===== config.mk =====
export PLATFORM = sky130hd
export DESIGN_NAME = flag_gen
export DESIGN_NICKNAME = d
export VERILOG_FILES = /design/src/rtl/fg_pkg.sv /design/src/rtl/fg_arith.sv /design/src/rtl/fg_logic.sv /design/src/rtl/fg_stage.sv /design/src/rtl/flag_gen.sv
export SDC_FILE = /design/constraint.sdc
export NUM_CORES = 1
export LEC_CHECK = 0
export ABC_AREA = 0
export BUFFER_PORTS_ARGS = -buffer_cell sky130_fd_sc_hd__buf_2
export CORE_ASPECT_RATIO = 1.4
export CORE_MARGIN = 10
export CORE_UTILIZATION = 40
export DETAILED_ROUTE_END_ITERATION = 6
export GPL_ROUTABILITY_DRIVEN = 0
export SYNTH_ARGS = -nofsm -noshare
export SYNTH_HDL_FRONTEND = slang
export SYNTH_SLANG_ARGS = --single-unit

===== constraint.sdc =====
create_clock -name clk -period 1.3 [get_ports clk]
set_input_delay 0.195 -clock clk [delete_from_list [all_inputs] [get_ports clk]]
set_output_delay 0.195 -clock clk [all_outputs]
set_load 0.05 [all_outputs]

===== src/rtl/fg_pkg.sv =====
package fg_pkg;
  localparam int unsigned FG_W = 32;

  typedef enum logic [2:0] {
    OP_ADD = 3'd0, OP_ADC = 3'd1, OP_SUB = 3'd2, OP_SBB = 3'd3,
    OP_AND = 3'd4, OP_OR  = 3'd5, OP_XOR = 3'd6, OP_NUL = 3'd7
  } fg_op_e;

  typedef enum logic [1:0] {
    SZ_8 = 2'd0, SZ_16 = 2'd1, SZ_32 = 2'd2, SZ_32X = 2'd3
  } fg_size_e;

  typedef struct packed {
    logic cf;
    logic of;
    logic sf;
    logic zf;
    logic af;
    logic pf;
  } fg_flags_t;

  typedef struct packed {
    logic [FG_W-1:0] res;
    fg_flags_t       fl;
  } fg_word_t;
endpackage


===== src/rtl/fg_arith.sv =====
module fg_arith
  import fg_pkg::*;
#(
  parameter int unsigned W = FG_W
) (
  input  logic [W-1:0] a_m,
  input  logic [W-1:0] b_m,
  input  logic [W-1:0] mask,
  input  fg_size_e     size,
  input  logic         is_sub,
  input  logic         cin_eff,
  output logic [W-1:0] res,
  output logic         carry,
  output logic         ovf,
  output logic         aux
);
  logic [W:0] sum_x, dif_x, raw;
  logic       a_top, b_top, r_top;

  always_comb begin
    sum_x = {1'b0, a_m} + {1'b0, b_m} + {{W{1'b0}}, cin_eff};
    dif_x = {1'b0, a_m} - {1'b0, b_m} - {{W{1'b0}}, cin_eff};
    raw   = is_sub ? dif_x : sum_x;
    res   = raw[W-1:0] & mask;
    case (size)
      SZ_8:    begin a_top = a_m[7];   b_top = b_m[7];   r_top = res[7];
                     carry = is_sub ? dif_x[W] : sum_x[8];  end
      SZ_16:   begin a_top = a_m[15];  b_top = b_m[15];  r_top = res[15];
                     carry = is_sub ? dif_x[W] : sum_x[16]; end
      default: begin a_top = a_m[W-1]; b_top = b_m[W-1]; r_top = res[W-1];
                     carry = raw[W]; end
    endcase
    // signed overflow: operand signs vs result sign
    ovf = (is_sub ? (a_top != b_top) : (a_top == b_top)) && (r_top != a_top);
    // carry or borrow into bit 4 recovered from the bit-4 sum
    aux = a_m[4] ^ b_m[4] ^ res[4];
  end
endmodule


===== src/rtl/fg_logic.sv =====
module fg_logic
  import fg_pkg::*;
#(
  parameter int unsigned W = FG_W
) (
  input  logic [W-1:0] a_m,
  input  logic [W-1:0] b_m,
  input  fg_op_e       op,
  output logic [W-1:0] res
);
  always_comb begin
    case (op)
      OP_AND:  res = a_m & b_m;
      OP_OR:   res = a_m | b_m;
      OP_XOR:  res = a_m ^ b_m;
      default: res = '0;
    endcase
  end
endmodule


===== src/rtl/fg_stage.sv =====
module fg_stage
  import fg_pkg::*;
#(
  parameter bit REG_OUT = 1'b1
) (
  input  logic     clk,
  input  logic     rst_n,
  input  logic     up_valid,
  output logic     up_ready,
  input  fg_word_t up_word,
  output logic     dn_valid,
  input  logic     dn_ready,
  output fg_word_t dn_word
);
  generate
    if (REG_OUT) begin : g_reg
      logic     full_q;
      fg_word_t word_q;
      assign up_ready = !full_q || dn_ready;
      always_ff @(posedge clk or negedge rst_n) begin
        if (!rst_n) begin
          full_q <= 1'b0;
          word_q <= '0;
        end else if (up_ready) begin
          full_q <= up_valid;
          if (up_valid) word_q <= up_word;
        end
      end
      assign dn_valid = full_q;
      assign dn_word  = word_q;
    end else begin : g_thru
      assign up_ready = dn_ready;
      assign dn_valid = up_valid;
      assign dn_word  = up_word;
    end
  endgenerate
endmodule


===== src/rtl/flag_gen.sv =====
module flag_gen
  import fg_pkg::*;
#(
  parameter bit REG_OUT = 1'b1
) (
  input  logic        clk,
  input  logic        rst_n,
  input  logic        in_valid,
  output logic        in_ready,
  input  logic [31:0] in_a,
  input  logic [31:0] in_b,
  input  logic [2:0]  in_op,
  input  logic [1:0]  in_size,
  input  logic        in_cin,
  output logic        out_valid,
  input  logic        out_ready,
  output logic [31:0] out_res,
  output logic        out_cf,
  output logic        out_of,
  output logic        out_sf,
  output logic        out_zf,
  output logic        out_af,
  output logic        out_pf
);
  localparam int unsigned W = FG_W;

  fg_op_e     op;
  fg_size_e   size;
  logic [W-1:0] mask, a_m, b_m, ar_res, lg_res, res;
  logic       is_logic, ar_cf, ar_of, ar_af, msb;
  fg_word_t   word, dn_word;

  assign op       = fg_op_e'(in_op);
  assign size     = fg_size_e'(in_size);
  assign is_logic = in_op[2];

  always_comb begin
    case (size)
      SZ_8:    mask = W'(32'h0000_00FF);
      SZ_16:   mask = W'(32'h0000_FFFF);
      default: mask = '1;
    endcase
  end

  assign a_m = in_a & mask;
  assign b_m = in_b & mask;

  fg_arith #(.W(W)) u_arith (
    .a_m(a_m), .b_m(b_m), .mask(mask), .size(size),
    .is_sub(in_op[1]), .cin_eff(in_op[0] & in_cin),
    .res(ar_res), .carry(ar_cf), .ovf(ar_of), .aux(ar_af)
  );

  fg_logic #(.W(W)) u_logic (
    .a_m(a_m), .b_m(b_m), .op(op), .res(lg_res)
  );

  assign res = is_logic ? lg_res : ar_res;

  always_comb begin
    case (size)
      SZ_8:    msb = res[7];
      SZ_16:   msb = res[15];
      default: msb = res[W-1];
    endcase
    word.res   = res;
    word.fl.cf = !is_logic && ar_cf;
    word.fl.of = !is_logic && ar_of;
    word.fl.af = !is_logic && ar_af;
    word.fl.sf = msb;
    word.fl.zf = (res == '0);
    word.fl.pf = ~^res[7:0];
  end

  fg_stage #(.REG_OUT(REG_OUT)) u_stage (
    .clk(clk), .rst_n(rst_n),
    .up_valid(in_valid), .up_ready(in_ready), .up_word(word),
    .dn_valid(out_valid), .dn_ready(out_ready), .dn_word(dn_word)
  );

  assign out_res = dn_word.res;
  assign out_cf  = dn_word.fl.cf;
  assign out_of  = dn_word.fl.of;
  assign out_sf  = dn_word.fl.sf;
  assign out_zf  = dn_word.fl.zf;
  assign out_af  = dn_word.fl.af;
  assign out_pf  = dn_word.fl.pf;
endmodule


Word level (Yosys, flattened, before mapping). Cells that the tools add are included.

Muxes and demuxes: 12. Add/sub/neg operators: 4. Bitwise logic cells: 9. Reductions and logical operators: 11. Equality and inequality tests: 7.

Operators by type and width (number): $and A32 B32 Y32 (4); $pmux W32 S3 (1); $pmux W32 S2 (1); $add A32 B32 Y33 (1); $add A33 B1 Y33 (1); $mux W33 (1); $sub A32 B32 Y33 (1); $sub A33 B1 Y33 (1); $logic_not A32 Y1 (1); $mux W32 (1); $or A32 B32 Y32 (1); $xor A32 B32 Y32 (1); $pmux W1 S2 (5); $eq A3 B3 Y1 const B (3); $reduce_xnor A8 Y1 (1); $logic_and A1 B1 Y1 (4); $mux W1 (3); $eq A2 B1 Y1 const B (1); $logic_not A1 Y1 (2); $logic_not A2 Y1 (1); $ne A1 B1 Y1 (2); $reduce_and A2 Y1 (1); $xor A1 B1 Y1 (2); $and A1 B1 Y1 (1); 2 further kinds (2).

Input port bits: 74. Flip-flop bits (word level): 39. Output and inout bits: 40. Word-level logic and storage cells: 51.

Longest topological paths before layout. Gate-level depths: netlist of the first run.

Depth in word-level cells: 11. Depth in mapped cells: 26. Depth with buffers taken out: 22.

By module. A second synthesis of the first run with hierarchy kept.

Cells, all modules: 1201. Area, all modules: 9278.9 sq um.

Modules (own cells, without submodules): fg_arith (cells an instance 702, times used 1, seq. area each 0.0 sq um, area each 4857.2 sq um); fg_logic (cells an instance 279, times used 1, seq. area each 0.0 sq um, area each 1879.3 sq um); fg_stage (cells an instance 84, times used 1, seq. area each 975.9 sq um, area each 1551.5 sq um); flag_gen (cells an instance 136, times used 1, seq. area each 0.0 sq um, area each 991.0 sq um).

Worst setup path after synthesis of the first run. Ideal clock, no wire load.

Path kind: input port to flip-flop. Start: in in_op[0]. End: reg u_stage.g_reg.word_q (netlist bit u_stage.dn_word[2]). Library setup time: 0.068 ns. Cell stages on the path: 24. Data required time: 1.232 ns. Setup slack: -3.459 ns. Arrival: 4.691 ns. Path buffers: 4. Cells stage by stage: clkbuf_1 > clkbuf_1 > buf_1 > buf_1 > nand2_1 > fa_1 > inv_1 > ha_1 > nor2_1 > nor4b_1 > a211oi_2 > xor2_1 > a21oi_1 > o21ai_0 > ha_1 > nand4_1 > or3b_1 > a211oi_1 > nand4_1 > nor4_1 > nand4_1 > nor4_1 > and4_1 > a32o_1.

Cells in the longest elaborated chain, start to end: 6. Elaborated cells between the ends (all ways): 11. Those cells by class: add/sub (2); eq/ne (3); mux (3); bitwise (2); reduce/logical (1).

Ends and longest elaborated chain: start: declaration (RTL line flag_gen.sv:12) `input logic [2:0] in_op,`; $and A1 B1 Y1 (RTL line flag_gen.sv:50) `.is_sub(in_op[1]), .cin_eff(in_op[0] & in_cin),`; $add A33 B1 Y33 / $sub A33 B1 Y33 (equally long branches) (RTL line fg_arith.sv:21, fg_arith.sv:22); $mux W33 (RTL line fg_arith.sv:23) `raw = is_sub ? dif_x : sum_x;`; $and A32 B32 Y32 (RTL line fg_arith.sv:24) `res = raw[W-1:0] & mask;`; $mux W32 (*) (RTL line flag_gen.sv:58) `assign res = is_logic ? lg_res : ar_res;`; $logic_not A32 Y1 (*) (RTL line flag_gen.sv:71) `word.fl.zf = (res == '0);`; end signal: assignment (RTL line fg_stage.sv:26) `if (up_valid) word_q <= up_word;`; end: declaration (RTL line fg_stage.sv:18) `fg_word_t word_q;`.

Mark *: on every way between the ends. The rest lies on a longest branch, timed or not. A chain may end at the register's enable or synchronous reset.

Final worst setup path of the first run. Same ends and word-level chain as after synthesis.

==> impl_metrics.tcl, run 1 <==
set metrics [dict create \
    status "complete, but fails checks" \
    violations "DRC, setup timing" \
    syn_area_um2 7338 \
    period_share_pct 291.2 \
    period_needed_ps 3786 \
    grt_usage_pct 23.78 \
    clkPwrFrac_pct 11.2 \
    area_delta_synth_final_pct 69.26 \
    combPwrFrac_pct 74.6 \
    grt_max_degree 47 \
    final_cells 1637 \
    worst_skew_pair.late_latency_ps 290 \
    routed-via-count 9215 \
    fillers 1426 \
    tritoncts "built" \
    p_leak_uw 0.005934 \
    fmax_mhz 264.2 \
    drtPass1Iterations 7 \
    p_per_area_nw_per_um2 907.7 \
    cp_cell_sequence "buf_12 -> nand2_8 -> fa_2 -> inv_2 -> ha_4 -> nor2_4 -> nor4b_4 -> a211oi_2 -> xor2_1 -> a21oi_1 -> o21ai_2 -> ha_1 -> nand4_1 -> or3b_1 -> a211oi_2 -> nand4_1 -> nor4_2 -> nand4_1 -> nor4_2 -> and4_1 -> a32o_1" \
    grt_pass1_vias 9510 \
    cts_inserted_buffers 5 \
    register_area_um2 975.9 \
    ant_nets 0 \
    yosysMostFrequentCell "nand2_1" \
    root_buffer "clkbuf_16" \
    core_region_area_um2 18000 \
    ys_ff_latch 39 \
    ios 114 \
    viasPerCell 5.629 \
    hold_viol 0 \
    max-slew-margin-rel_pct 67.21 \
    grt_pass1_wl_um 47550 \
    internal-power_uw 6044 \
    synth_edf_count 0 \
    whs_ps 230.4 \
    cpPeakStageDelay_ps 580 \
    switchingPower_uw 5231 \
    syn_nets 1161 \
    synth_area_leaders "ha_1 17%, dfrtp_1 13%, nand2_1 7.0%" \
    drc 1 \
    antenna_found_initial 0 \
    cts_htree_levels 2 \
    numPortBuffers 113 \
    yosysSeqAreaShare_pct 13.30 \
    num_rows 58 \
    setup-violations-final 38 \
    placedCellCount 1582 \
    diodes 0 \
    dp_hpwl_um 23240 \
    grt-ovfl-total 0 \
    path_clk_slew_ps 60 \
    place_ws_ps -2987 \
    wl_per_cell_um 18.64 \
    synth_top_area_share_pct 17.39 \
    async_flop_share_pct 100.0 \
    crit_type "input pin to flop" \
    ys_top_cells_by_count "137 x nand2_1, 102 x ha_1, 65 x inv_1, 65 x o21ai_0, 61 x a21oi_1" \
    first_iter_violations 634 \
    layout-drive-gt1-share_pct 51.11 \
    wl_um 30510 \
    cpMostUsedCell "nand4_1" \
    postSynthAreaPerCell_um2 7.480 \
    crit_buf_inv 2 \
    swShare_pct 46.39 \
    critPathLaunchType "input pin" \
    rsz0062_at_grt "yes" \
    start_util_pct 40.77 \
    crit_path_end_kind "flop" \
    ys_warn_count 0 \
    min_path_type "input pin to flop" \
    cp_top_family "simple AND/OR/NAND/NOR gates" \
    synth_ff_type "dfrtp_1" \
    finalWorstSetupSlack_ps -2486 \
    fin_skew_ps 8.690 \
    max-vdd-ir-drop_mv 0.5146 \
    die_y_um 180.3 \
    clock-sinks 39 \
    critPathMaxFanout 3 \
    yosys.area.top_type "ha_1" \
    die_width_um 134.5 \
    cp.arrival_ps 4020 \
    cpMaxStageDelayCell "fa_2" \
    synth_cell_types 80 \
    cts_buffer_depth 2 \
    cap_viol_max_count 0 \
    synthCells 981 \
    report.final.slew_viol_count 0 \
    seqPwrFrac_pct 14.2 \
    worst_pin_slew_ps 491.3 \
    critical_path_required_ps 1530 \
    die_area_um2 24240 \
    nets 1576 \
    multi_input_area_um2 7251 \
]
[worst min-delay path, stage by stage]
cell      delay, ps
buf_2            90
buf_4           110
nand2b_1         90
[flip-flops by register name (all words and copies together), names as in the netlist]
name              cells
u_stage.dn_word      38
u_stage.dn_valid      1
[layer usage]
metal | global-route usage, % | up-vias | wire length [um]
met5 | 0 | - | 0
met1 | 24.28 | 4333 | 10990
met2 | 45.03 | 375 | 16250
met3 | 2.790 | 122 | 1529
met4 | 13.27 | 0 | 1734
li1 | - | 4385 | -
[power by group through the flow]
| stage | registers, uW | logic (uW) | clock network (uW) |
|---|---|---|---|
| final | 1600 | 8410 | 1260 |
| after global routing | 1620 | 8960 | 1340 |
| after CTS | 1590 | 7760 | 1290 |
| after detailed placement | 1610 | 6810 | 0 |
| after global placement | 1610 | 6750 | 0 |
| after floorplan | 2400 | 3390 | 0 |
[worst paths after layout]
| check | from | cells after the start | endpoint | slack [ps] |
|---|---|---|---|---|
| min in group asynchronous | rst_n | 3 | u_stage.dn_word[35] | 390 |
| max in group asynchronous | rst_n | 3 | u_stage.dn_word[19] | 690 |
| worst max-delay path | in_op[0] | 21 | u_stage.dn_word[2] | -2490 |
| worst max register to register | u_stage.dn_valid | 7 | u_stage.dn_word[2] | -250 |
| worst min register to register | u_stage.dn_word[25] | 2 | u_stage.dn_word[25] | 470 |
| worst min-delay path | in_valid | 3 | u_stage.dn_valid | 230 |
[cell type report]
cell class,instances,area share [%]
Tap cell,240,2.418
Clock buffer,5,1.007
Timing Repair Buffer,462,28.15
Inverter,65,2.005
Clock inverter,3,0.1914
Sequential cell,39,7.857
Multi-Input combinational cell,823,58.38
[logic make-up (layout without fill, tap and decap cells)]
group	Yosys count	in the layout	synth area share, %
flip-flops	39	39	13.30
buffers and inverters	119	535	6.530
AO/OA/AOI/OAI	309	309	29.14
multiplexers	36	36	5.064
AND/OR/NAND/NOR	312	312	20.32
adder cells (fa/ha/maj)	106	106	18.48
XOR/XNOR	60	60	7.161
[layout by cell type (no fill, tap or decap), types with 18 or more instances in the layout]
cell type / n
buf_4: 297
nand2_1: 118
buf_2: 106
ha_1: 64
inv_1: 55
buf_6: 48
nor2_1: 46
a21oi_1: 44
dfrtp_1: 39
o21ai_2: 32
ha_4: 32
xor2_1: 27
mux2i_1: 27
o22ai_1: 24
a21o_1: 23
o21ai_1: 20
o21ai_0: 18
[stage by stage]
stage | total power (uW) | area, um2 | utilization, % | TNS, ps
6_report | 11270 | 12420 | 69.01 | -55490
3_3_place_gp | 8356 | 10780 | 59.92 | -69740
5_1_grt | 11920 | 12420 | 69.01 | -59210
2_1_floorplan | 5795 | 7964 | - | -65020
3_5_place_dp | 8423 | 10780 | 59.92 | -70930
4_1_cts | 10640 | 11970 | 66.53 | -52620
[what timing repair did]
action                                  4_1_cts  5_1_grt
setup buffers                                51       24
gates resized for setup                     193       72
hold buffers                                  1        0
endpoints found under the setup margin       39       39
endpoints found under the hold margin        39        0
cloned                                        0        0
pin swaps                                   133       67
Note: power is estimated with default switching activity, not from simulation.
==> run 2: changes to the inputs <==
CORE_UTILIZATION = 30   (was 40)
==> impl_metrics.tcl, run 2 (same netlist as run 1, synthesis figures left out) <==
set metrics [dict create \
    worst_r2r_endpoint "u_stage.dn_word[2]" \
    critPathLaunchType "input pin" \
    holdPathEnd "u_stage.dn_valid" \
    critical_path_required_ps 1530 \
    crit_type "input pin to flop" \
    placedCellCount 1669 \
    setup-violations-final 38 \
    rsz0062_at_grt "yes" \
    period_share_pct 281.7 \
    grt_pass1_wl_um 48290 \
    grt_usage_pct 18.62 \
    p_per_area_nw_per_um2 907.3 \
    cap_viol_max_count 0 \
    path_clk_slew_ps 60 \
    place_ws_ps -2934 \
    die_y_um 205.1 \
    finalWorstSetupSlack_ps -2362 \
    reg2reg_slack_ps -250 \
    wl_per_cell_um 18.05 \
    clock-sinks 39 \
    cp_top_family "compound AO/OA/AOI/OAI gates" \
    period_needed_ps 3662 \
    grt_max_degree 40 \
    max-vdd-ir-drop_mv 0.6200 \
    max-slew-margin-rel_pct 67.92 \
    die_area_um2 31210 \
    crit_path_end_kind "flop" \
    crit_buf_inv 3 \
    drtPass1Iterations 5 \
    largest_reg_flops 38 \
    cts_htree_levels 2 \
    cpPeakStageDelay_ps 370 \
    worst_pin_slew_ps 476.2 \
    layout_common_cells "325 x buf_4, 117 x nand2_1, 106 x buf_2, 61 x ha_1, 55 x inv_1" \
    grt-ovfl-total 0 \
    dp_hpwl_um 24630 \
    report.final.slew_viol_count 0 \
    numPortBuffers 113 \
    antenna_found_initial 0 \
    final_cells 1723 \
    min_path_type "input pin to flop" \
    whs_path_depth 3 \
    ios 114 \
    die_width_um 152.2 \
    critPathMaxFanout 3 \
    cts_inserted_buffers 5 \
    hold_start "in_valid" \
    worst_skew_pair.late_latency_ps 300 \
    r2r_cells 7 \
    cts_buffer_depth 2 \
    viasPerCell 5.347 \
    num_rows 67 \
    tritoncts "built" \
    cp.arrival_ps 3900 \
    diodes 0 \
    start_util_pct 30.50 \
    fmax_mhz 273.1 \
    drc 0 \
    nets 1592 \
    core_region_area_um2 24060 \
    p_leak_uw 0.005993 \
    area_delta_synth_final_pct 72.72 \
    layout_commonest_cell "buf_4" \
    first_iter_violations 529 \
    fin_skew_ps 8.116 \
    ant_nets 0 \
    cp_cell_sequence "buf_12 -> nand2_4 -> inv_2 -> fa_2 -> fa_2 -> nor3b_4 -> buf_4 -> o211ai_1 -> nand3_2 -> o31ai_4 -> a31oi_1 -> a211o_1 -> o31a_1 -> xor2_1 -> o211ai_1 -> a2111oi_1 -> and4_1 -> a32o_1" \
    root_buffer "clkbuf_16" \
    whs_ps 228.3 \
    grt_pass1_vias 9622 \
    violations "setup timing" \
    status "complete, but fails checks" \
    layout-drive-gt1-share_pct 51.80 \
    cpMaxStageDelayCell "fa_2" \
    rr_startpoint "u_stage.dn_valid" \
    hold_viol 0 \
    routed-via-count 9213 \
    wl_um 31100 \
]
[run 2: changes by cell type in the layout (fill, tap and decap cells not counted), moves of 3 or more]
cell and delta:
o21ai_1 -4, ha_4 +4, xnor2_2 -5, o21ai_0 +3, nand2_4 +4, xnor2_1 +5
ha_1 -3, buf_4 +28, buf_6 -11
[run 2: final cells by class]
cell class / instances / area [um2]
repair buffers: 478 / 3577
clock buffers: 6 / 138.9
multi-input cells: 823 / 7306
clock inverters: 2 / 35.03
well taps: 310 / 387.9
fillers: 2185 / 11380
inverters: 65 / 254.0
flip-flops and latches: 39 / 975.9
[run 2: power breakdown]
part           internal (uW)  total (uW)  switching [uW]
sequential              1450        1580             135
clock                    956        1510             555
combinational           3880        8410            4530
[run 2: metrics by stage]
stage               utilization (%)  cell area (um2)  power [uW]  TNS (ps)
floorplan                         -             7964        5795    -65020
global placement              45.61            10970        8409    -69870
detailed placement            45.61            10970        8498    -71470
CTS                           51.07            12290       11050    -52790
global route                  52.68            12670       12160    -58090
finish                        52.68            12670       11500    -55050
[run 2: worst max-delay path by stage]
stage             start                 end  slack [ps]  cells past startpoint
5_1_grt        in_op[0]  u_stage.dn_word[2]       -2570                     18
3_5_place_dp   in_op[0]  u_stage.dn_word[2]       -2930                     21
2_1_floorplan  in_op[0]  u_stage.dn_word[2]       -2760                     26
3_3_place_gp   in_op[0]  u_stage.dn_word[2]       -2850                     21
4_1_cts        in_op[0]  u_stage.dn_word[2]       -2320                     21
6_report       in_op[0]  u_stage.dn_word[2]       -2360                     18
[run 2: worst register-to-register path: stages, from the launching register on]
cell	delay, ps
dfrtp_1	380
nand2b_2	90
nand2_2	120
a21oi_1	130
o21ai_0	140
a21oi_2	250
and4_1	230
a32o_1	160
[run 2: timing repair]
item / CTS / global route
endpoints found under the setup margin: 39 / 38
pin swaps: 114 / 91
cloned: 0 / 2
hold endpoints to repair: 39 / 0
hold buffers: 1 / 0
gates resized for setup: 203 / 62
setup buffers: 46 / 31
[run 2: routing by layer]
metal  GRT usage (%)  share of wire, %  up-vias
li1                -                 -     4421
met1           19.04                37     4371
met2           35.45                52      304
met3           2.476               4.1      117
met4           10.79               6.1        0
met5               0                 0        -
==> run 3: changes to the inputs <==
BUFFER_PORTS_ARGS = -buffer_cell sky130_fd_sc_hd__buf_4   (was -buffer_cell sky130_fd_sc_hd__buf_2)
==> impl_metrics.tcl, run 3 (same netlist as run 1, synthesis figures left out) <==
set metrics [dict create \
    numPortBuffers 113 \
    status "complete, but fails checks" \
    die_y_um 205.1 \
    grt_usage_pct 18.31 \
    crit_path_end_kind "flop" \
    period_share_pct 282.2 \
    root_buffer "clkbuf_16" \
    worst_pin_slew_ps 552.2 \
    period_needed_ps 3669 \
    fmax_mhz 272.6 \
    diodes 0 \
    ant_nets 0 \
    seqPwrFrac_pct 13.5 \
    start_util_pct 30.50 \
    r2r_cells 7 \
    antenna_found_initial 0 \
    tns_ps -55820 \
    dp_hpwl_um 24590 \
    reg2reg_slack_ps -150 \
    rr_startpoint "u_stage.dn_valid" \
    internal-power_uw 6458 \
    max-slew-margin-rel_pct 63.19 \
    die_width_um 152.2 \
    setup-violations-final 38 \
    swShare_pct 44.66 \
    wl_per_cell_um 17.97 \
    register_area_um2 975.9 \
    viasPerCell 5.315 \
    largest_reg_flops 38 \
    p_per_area_nw_per_um2 920.4 \
    clkPwrFrac_pct 12.9 \
    layout_common_cells "426 x buf_4, 120 x nand2_1, 67 x ha_1, 57 x inv_1, 45 x nor2_1" \
    area_delta_synth_final_pct 72.80 \
    place_ws_ps -2965 \
    first_iter_violations 638 \
    die_area_um2 31210 \
    num_rows 67 \
    min_path_type "input pin to flop" \
    combPwrFrac_pct 73.5 \
    critPathLaunchType "input pin" \
    grt_pass1_wl_um 47640 \
    cp.arrival_ps 3910 \
    crit_type "input pin to flop" \
    grt_pass1_vias 9332 \
    fin_skew_ps 4.253 \
    cts_htree_levels 2 \
    cap_viol_max_count 0 \
    violations "setup timing" \
    drc 0 \
    endpoint "u_stage.dn_word[2]" \
    worst_r2r_endpoint "u_stage.dn_word[2]" \
    drtPass1Iterations 4 \
    critPathMaxFanout 2 \
    tritoncts "built" \
    wl_um 30740 \
    cts_inserted_buffers 5 \
    core_region_area_um2 24060 \
    rsz0062_at_grt "yes" \
    grtUsageMet1_pct 19.09 \
    grt.met3_usage_pct 2.119 \
    grt-ovfl-total 0 \
    routed-via-count 9089 \
    report.final.slew_viol_count 0 \
    max-vdd-ir-drop_mv 0.7340 \
    nets 1579 \
    finalWorstSetupSlack_ps -2369 \
    fin_util_pct 52.71 \
    grt_max_degree 40 \
    path_clk_slew_ps 60 \
    use_met2_pct 34.95 \
    finalInstanceArea_um2 12680 \
    multi_input_area_um2 7221 \
    ios 114 \
    fillers 2180 \
    critical_path_required_ps 1540 \
    dpl-instance-area_um2 11190 \
    p_leak_uw 0.005944 \
    hold_viol 0 \
    cts_buffer_depth 2 \
    top_usage_layer "met2" \
    crit_start "in_op[0]" \
    worst_skew_pair.late_latency_ps 300 \
    whs_path_depth 3 \
    switchingPower_uw 5213 \
    layout_commonest_cell "buf_4" \
    layout-drive-gt1-share_pct 50.86 \
    p_total_uw 11670 \
    clock-sinks 39 \
]
-- run 3: cell types whose count changed in the layout (fill, tap and decap cells not counted), moves of 3 or more --
cell     previous run  this run
buf_2             106         0
inv_2               8         5
ha_1               61        67
nand2_4             9         4
nand2_1           117       120
ha_4               36        32
mux2_4              6         2
buf_6              37        34
o21ai_0            21        18
mux2_2              3         7
buf_4             325       426
-- run 3: how the worst min path moves through the flow --
| stage | from | end | slack [ps] |
|---|---|---|---|
| 5_1_grt | in_valid | u_stage.dn_valid | 220 |
| 3_3_place_gp | rst_n | u_stage.dn_valid | 210 |
| 4_1_cts | in_valid | u_stage.dn_valid | 210 |
| 2_1_floorplan | rst_n | u_stage.dn_valid | -100 |
| 6_report | in_valid | u_stage.dn_valid | 210 |
| 3_5_place_dp | rst_n | u_stage.dn_valid | 220 |
-- run 3: timing repair --
action,in CTS,in global routing
buffers inserted,26,31
endpoints found under the setup margin,38,39
endpoints found under the hold margin,39,0
gates resized for setup,148,86
pin swaps,84,102
hold buffers,1,0
-- run 3: power groups by stage --
| stage | registers [uW] | logic, uW | clock network, uW |
|---|---|---|---|
| 2_1_floorplan | 2400 | 3390 | 0 |
| 3_3_place_gp | 1600 | 7030 | 0 |
| 3_5_place_dp | 1600 | 7110 | 0 |
| 4_1_cts | 1580 | 7900 | 1540 |
| 5_1_grt | 1610 | 9130 | 1580 |
| 6_report | 1580 | 8580 | 1510 |
-- run 3: critical path: stages --
cell and delay, ps:
buf_12 120, nand2_8 70, inv_4 30, fa_2 370, inv_2 100, ha_4 210, a211oi_4 260, o211ai_1 160
nand2_1 130, xnor2_1 90, nand2_1 90, o21ai_2 80, o21ai_2 190, ha_4 150, nand4_1 100, or3b_4 390
a211oi_2 150, nand4_1 130, nor4_2 200, nand4_1 140, nor4_2 180, and4_1 230, a32o_1 150
-- run 3: area by class of cell --
class,instances,share of cell area (%)
timing repair buffer,465,28.95
sequential,39,7.696
multi-input combinational,823,56.94
inverter,65,1.983
clock buffer,6,1.095
tap,310,3.059
clock inverter,2,0.2763
-- run 3: routing by layer --
metal / share of wire (%) / wire length [um] / up-vias
li1: - / - / 4403
met4: 6.0 / 1857 / 0
met2: 52 / 15990 / 311
met5: 0 / 0 / -
met3: 4.0 / 1220 / 107
met1: 38 / 11670 / 4268
-- run 3: metrics by stage --
step                      hold slack [ps]  std cells
after floorplan                    -100.6        981
after global placement              210.6       1662
after detailed placement            215.6       1662
after CTS                           205.1       1692
after global routing                223.6       1710
final                               207.9       1710
